==> config.mk <==
export PLATFORM = sky130hd
export DESIGN_NAME = modclk_gen
export DESIGN_NICKNAME = d
export VERILOG_FILES = /design/src/rtl/modclk_pkg.sv /design/src/rtl/modclk_shadow.sv /design/src/rtl/modclk_phase.sv /design/src/rtl/modclk_count.sv /design/src/rtl/modclk_gen.sv
export SDC_FILE = /design/constraint.sdc
export NUM_CORES = 1
export LEC_CHECK = 0
export ABC_AREA = 1
export ABC_CLOCK_PERIOD_IN_PS = 2000
export BUFFER_PORTS_ARGS = -buffer_cell sky130_fd_sc_hd__buf_4
export CORE_MARGIN = 2
export CORE_UTILIZATION = 38
export DETAILED_ROUTE_END_ITERATION = 10
export SLEW_MARGIN = 20
export SYNTH_ARGS = -nofsm -noshare
export SYNTH_HDL_FRONTEND = slang
export SYNTH_SLANG_ARGS = --single-unit
==> constraint.sdc <==
create_clock -name clk -period 2 [get_ports clk]
set_input_delay 0 -clock clk [delete_from_list [all_inputs] [get_ports clk]]
set_output_delay 0 -clock clk [all_outputs]
set_load 0.05 [all_outputs]
==> src/rtl/modclk_pkg.sv <==
// Shared constants for the modulator clock divider.
// Assumes: the stage-one code width is at least the stage-two code width.
package modclk_pkg;
    localparam logic SEL_STAGE1   = 1'b0;  // cfg_sel value addressing stage one
    localparam logic SEL_STAGE2   = 1'b1;  // cfg_sel value addressing stage two
    localparam int   MIN_CODE1    = 2;     // smallest usable stage-one code
    localparam int   QUARTER_STEP = 4;     // quarter-edge units added per core cycle
endpackage

==> src/rtl/modclk_shadow.sv <==
// Holds the shadow and working copies of both divider codes.
// Writes always land in the shadow copies. On a load request the working
// copies take the shadow values, and the stage-one code is clamped to its
// usable minimum on the way. Assumes a load request is a single-cycle pulse.
module modclk_shadow
    import modclk_pkg::*;
#(
    parameter int P_W       = 6,
    parameter int S_W       = 4,
    parameter int RST_CODE1 = 28,
    parameter int RST_CODE2 = 0
) (
    input  logic           clk,
    input  logic           rst_n,
    input  logic           cfg_we,
    input  logic           cfg_sel,
    input  logic [P_W-1:0] cfg_data,
    input  logic           load,
    output logic [P_W:0]   q_len,
    output logic [S_W-1:0] r_act
);
    logic [P_W-1:0] e_sh, e_act;
    logic [S_W-1:0] r_sh;

    // Capture register writes into the shadow copies.
    always_ff @(posedge clk) begin
        if (!rst_n) begin
            e_sh <= P_W'(RST_CODE1);
            r_sh <= S_W'(RST_CODE2);
        end else if (cfg_we) begin
            if (cfg_sel == SEL_STAGE1) e_sh <= cfg_data;
            else                       r_sh <= cfg_data[S_W-1:0];
        end
    end

    // Transfer the shadow copies to the working copies at a load point.
    always_ff @(posedge clk) begin
        if (!rst_n) begin
            e_act <= P_W'(RST_CODE1);
            r_act <= S_W'(RST_CODE2);
        end else if (load) begin
            e_act <= (e_sh < P_W'(MIN_CODE1)) ? P_W'(MIN_CODE1) : e_sh;
            r_act <= r_sh;
        end
    end

    // Stage-one half-period length, in quarter-cycle units.
    always_comb q_len = {1'b0, e_act} + (P_W+1)'(2);


    cfg_hold_chk: assert property (@(posedge clk) disable iff (!rst_n)
        !load |=> ($stable(e_act) && $stable(r_act)));
endmodule

==> src/rtl/modclk_phase.sv <==
// Stage one: a fractional edge generator. Each core cycle it adds four
// quarter units to an accumulator. When the total reaches q_len it emits one
// edge pulse and keeps the remainder, so the edges average q_len/4 cycles
// apart. Assumes q_len >= 4, so at most one edge falls in each cycle.
module modclk_phase
    import modclk_pkg::*;
#(
    parameter int P_W = 6
) (
    input  logic         clk,
    input  logic         rst_n,
    input  logic         run,
    input  logic         restart,
    input  logic [P_W:0] q_len,
    output logic         edge_o
);
    localparam int AW = P_W + 2;

    logic [AW-1:0] acc_q, sum;

    // Add this cycle's step and decide whether an edge is due.
    always_comb begin
        sum    = acc_q + AW'(QUARTER_STEP);
        edge_o = run && (sum >= {1'b0, q_len});
    end

    // Advance the accumulator; clear it on restart or when idle.
    always_ff @(posedge clk) begin
        if (!rst_n || restart || !run) acc_q <= '0;
        else if (edge_o)                acc_q <= sum - {1'b0, q_len};
        else                            acc_q <= sum;
    end


    acc_bound_chk: assert property (@(posedge clk) disable iff (!rst_n)
        run |-> (acc_q < {1'b0, q_len}));
endmodule

==> src/rtl/modclk_count.sv <==
// Stage two: counts the stage-one edges modulo 2*(r+1) and drives the
// output. The output is high during the first r+1 edge intervals of each
// period. The wrap pulse marks the rising edge that starts a new period.
// Assumes edge_i is only asserted while running.
module modclk_count #(
    parameter int S_W = 4
) (
    input  logic           clk,
    input  logic           rst_n,
    input  logic           en,
    input  logic           start,
    input  logic           edge_i,
    input  logic [S_W-1:0] r_act,
    output logic           wrap_o,
    output logic           mod_clk
);
    localparam int CW = S_W + 1;

    logic [CW-1:0] cnt_q, cnt_n, lim, half;

    // Derive the last count of the period and the next count.
    always_comb begin
        lim    = {r_act, 1'b1};
        half   = {1'b0, r_act};
        wrap_o = edge_i && (cnt_q == lim);
        cnt_n  = (cnt_q == lim) ? '0 : cnt_q + CW'(1);
    end

    // Step the edge counter and the registered output.
    always_ff @(posedge clk) begin
        if (!rst_n || !en) begin
            cnt_q   <= '0;
            mod_clk <= 1'b0;
        end else if (start) begin
            cnt_q   <= '0;
            mod_clk <= 1'b1;
        end else if (edge_i) begin
            cnt_q   <= cnt_n;
            mod_clk <= (cnt_n <= half);
        end
    end


    dis_low_chk: assert property (@(posedge clk) disable iff (!rst_n)
        !en |=> !mod_clk);

    start_high_chk: assert property (@(posedge clk) disable iff (!rst_n)
        start |=> mod_clk);

    cnt_range_chk: assert property (@(posedge clk) disable iff (!rst_n)
        cnt_q <= lim);
endmodule

==> src/rtl/modclk_gen.sv <==
// Top level of the two-stage modulator clock divider. It tracks the run
// state, asks for a load at start and at each period wrap, and connects the
// register store, the fractional edge generator and the output counter.
// Assumes P_W >= S_W; cfg_data is P_W bits wide.
module modclk_gen #(
    parameter int P_W       = 6,
    parameter int S_W       = 4,
    parameter int RST_CODE1 = 28,
    parameter int RST_CODE2 = 0
) (
    input  logic           clk,
    input  logic           rst_n,
    input  logic           en,
    input  logic           cfg_we,
    input  logic           cfg_sel,
    input  logic [P_W-1:0] cfg_data,
    output logic           mod_clk
);
    logic           running_q, start, run, edge_s, wrap_s, load;
    logic [P_W:0]   q_len;
    logic [S_W-1:0] r_act;

    // Remember whether the divider was enabled in the previous cycle.
    always_ff @(posedge clk) begin
        if (!rst_n) running_q <= 1'b0;
        else        running_q <= en;
    end

    // Start pulse, steady-run flag and load request.
    always_comb begin
        start = en && !running_q;
        run   = en && running_q;
        load  = start || wrap_s;
    end

    modclk_shadow #(.P_W(P_W), .S_W(S_W), .RST_CODE1(RST_CODE1), .RST_CODE2(RST_CODE2)) u_shadow (
        .clk(clk), .rst_n(rst_n), .cfg_we(cfg_we), .cfg_sel(cfg_sel),
        .cfg_data(cfg_data), .load(load), .q_len(q_len), .r_act(r_act)
    );

    modclk_phase #(.P_W(P_W)) u_phase (
        .clk(clk), .rst_n(rst_n), .run(run), .restart(start),
        .q_len(q_len), .edge_o(edge_s)
    );

    modclk_count #(.S_W(S_W)) u_count (
        .clk(clk), .rst_n(rst_n), .en(en), .start(start), .edge_i(edge_s),
        .r_act(r_act), .wrap_o(wrap_s), .mod_clk(mod_clk)
    );
endmodule

==> qor.yml <==
p_comb_share_pct: 21.1
p_sw_w: 0.000490
ys_types: 34
hold_path.class: "in -> reg"
p_int_w: 0.00115
syn_inst: 295
drive_above_1_share_pct: 34.7
start_util_pct: 40.1
p_leak_nw: 1.40
cp.arrival_ns: 2.36
ys_warn_count: 0
syn_area_per_cell_sq_um: 7.03
path_clk_slew_ns: 0.08
die_w_um: 77.9
dieHeight_um: 77.9
grt_overflow_total: 0
rsz0062_at_grt: "true"
outcome: "finished, violations left"
maxCapViolCount: 0
p_sw_share_pct: 29.9
p_seq_share_pct: 46.0
grt_pass1_vias: 1915
p_total_w: 0.00164
synth-edff-count: 0
final_cell_mix: "nand2_1, buf_4, nor2_1, inv_1, dfxtp_1"
drt_iter0_markers: 65
clock-root-buffer: "clkbuf_8"
slew_headroom_pct: 50.5
skew_ns: 0.00890
clock_path_buffers: 2
ant_nets: 0
rr_worst_depth: 15
finalWorstSetupSlack_ns: -0.157
hold_slack_ns: 0.0627
detail_route.vias_per_cell: 4.68
syn2layout_area_growth_pct: 44.2
cts_buffers: 5
clkPwrFrac_pct: 32.8
htree_num_levels: 2
fmax_ghz: 0.464
drtPass1Iterations: 4
post-dp-hpwl_um: 3400
fin_nets: 385
synth_nets: 321
ios: 12
synth_async_sr_flop_share_pct: 0
end_kind: "flop"
crit_fanout: 8
ir_drop_mv: 0.383
grt_usage_pct: 17.3
core_area_sq_um: 5170
worst_skew_pair.late_latency_ns: 0.30
cp.required_ns: 2.20
drv_slew: 0
fillers: 451
gp_congestion: 0.793
grt_max_degree: 23
n_antenna_cell: 0
setup_violations: 24
synth_seq_area_share_pct: 33.8
critical_path_class: "reg -> reg"
report.final.hold_viol_count: 0
die_area_sq_um: 6070
grt_pass1_wl_um: 8380
cts.sinks: 35
routed_wl_um: 4850
row_count: 26
powerDensity_nw_per_um2: 547
fin_crit_sh_pct: 108
period_needed_ns: 2.16
yosys_most_used_dff: "dfxtp_1"
synth.cell_area_sq_um: 2070
dp_cells: 402
critPathLaunchType: "flop"
cts_tree: "built"
place.port_buffers: 11
route.detailed.drc: 0
avgRoutedWirePerCell_um: 11.3
min_path_cells: 4
worst_pin_slew_ns: 0.740
final_common_cell: "nand2_1"
failed_checks: "negative setup slack"
instances_no_fill: 430
antenna_found_initial: 0
ys_ff_latch: 35
routed-via-count: 2011
==> through the flow <==
step	setup TNS [ns]	cell area [sq um]	util [%]	setup WS [ns]
finish	-2.13	2990	57.8	-0.157
global route	-5.00	2990	57.8	-0.282
global placement	-3.62	2480	48.0	-0.208
detailed placement	-3.94	2480	48.0	-0.220
CTS	-2.56	2800	54.0	-0.178
floorplan	-0.0581	2120	-	-0.0254
==> worst max-delay path, cell delays in order, from the launching register on <==
cell	delay [ns]
dfxtp_4	0.36
ha_4	0.18
nand3_4	0.08
xor2_2	0.20
ha_4	0.25
nand2_2	0.07
inv_2	0.05
a21oi_2	0.15
nand3_2	0.09
nand2_2	0.08
nand2_4	0.07
nand3_4	0.14
buf_4	0.14
nand3b_1	0.06
nand2_1	0.09
nor2_1	0.04
==> metal layers <==
metal	routed length, um	global-route usage (%)
met1	2200	20.3
met2	2460	30.8
met3	113	3.84
met4	68	5.89
met5	0	0
==> synth_stat cells, types with 2 or more instances <==
library cell	instances	area (sq um)
ha_1	14	175
inv_1	34	128
nand3_1	23	115
nand3_2	2	20.0
buf_6	2	22.5
nor2_1	38	143
nand2_2	3	18.8
nand2_1	61	229
nand4_1	3	18.8
dfxtp_1	35	701
nand3b_1	2	15.0
a21oi_1	26	130
xor2_1	9	78.8
inv_2	5	18.8
xnor2_1	4	35.0
o21ai_0	16	80.1
==> flip-flops by register name, indices dropped and copies added, names as in the netlist <==
| register | count |
|---|---|
| u_count.mod_clk | 1 |
| running_q | 1 |
| u_shadow.e_act | 6 |
| u_phase.acc_q | 8 |
| u_shadow.r_act | 4 |
| u_count.cnt_q | 5 |
| u_shadow.e_sh | 6 |
| u_shadow.r_sh | 4 |
==> cell families (layout without fill, tap and decap cells) <==
group                      after synthesis  in the layout  synth area share (%)
AOI/OAI and AO/OA                       46             46                  11.3
xor gates and xnor gates                13             13                  5.49
adders and majority gates               15             15                  9.41
buffers and inverters                   46            111                  9.47
DFF                                     35             35                  33.8
and+or+nand+nor                        140            140                  30.5
==> final cells by class <==
| cell class | instances | area, sq um | share of cell area, % |
|---|---|---|---|
| clock buffer | 5 | 68.8 | 2.30 |
| clock inverter | 3 | 25.0 | 0.836 |
| inverter | 40 | 150 | 5.02 |
| multi-input combinational | 214 | 1410 | 47.1 |
| sequential | 35 | 716 | 23.9 |
| tap | 70 | 87.6 | 2.93 |
| timing repair buffer | 63 | 537 | 17.9 |
==> power by group through the flow <==
stage	Clock (W)	Combinational, W	Sequential (W)
after detailed placement	0	0.000285	0.000767
after CTS	0.000556	0.000310	0.000751
after floorplan	0	0.000186	0.000766
after global routing	0.000592	0.000391	0.000758
final	0.000537	0.000346	0.000754
after global placement	0	0.000283	0.000767
==> final timing paths <==
check,startpoint,endpoint,slack (ns)
worst max-delay path,u_shadow.e_act[1],u_shadow.e_act[5],-0.16
worst min register to register,u_shadow.e_sh[1],u_shadow.e_sh[1],0.47
worst min-delay path,cfg_sel,u_shadow.e_sh[2],0.06
worst max register to register,u_shadow.e_act[1],u_shadow.e_act[5],-0.16
==> repair_timing <==
item / CTS / global route
hold buffers: 10 / 0
pin swaps: 20 / 17
endpoints found under the hold margin: 12 / 0
gates resized for setup: 16 / 40
setup endpoints to repair: 24 / 24
setup buffers: 6 / 4
Power figures use the tool's default switching activity.
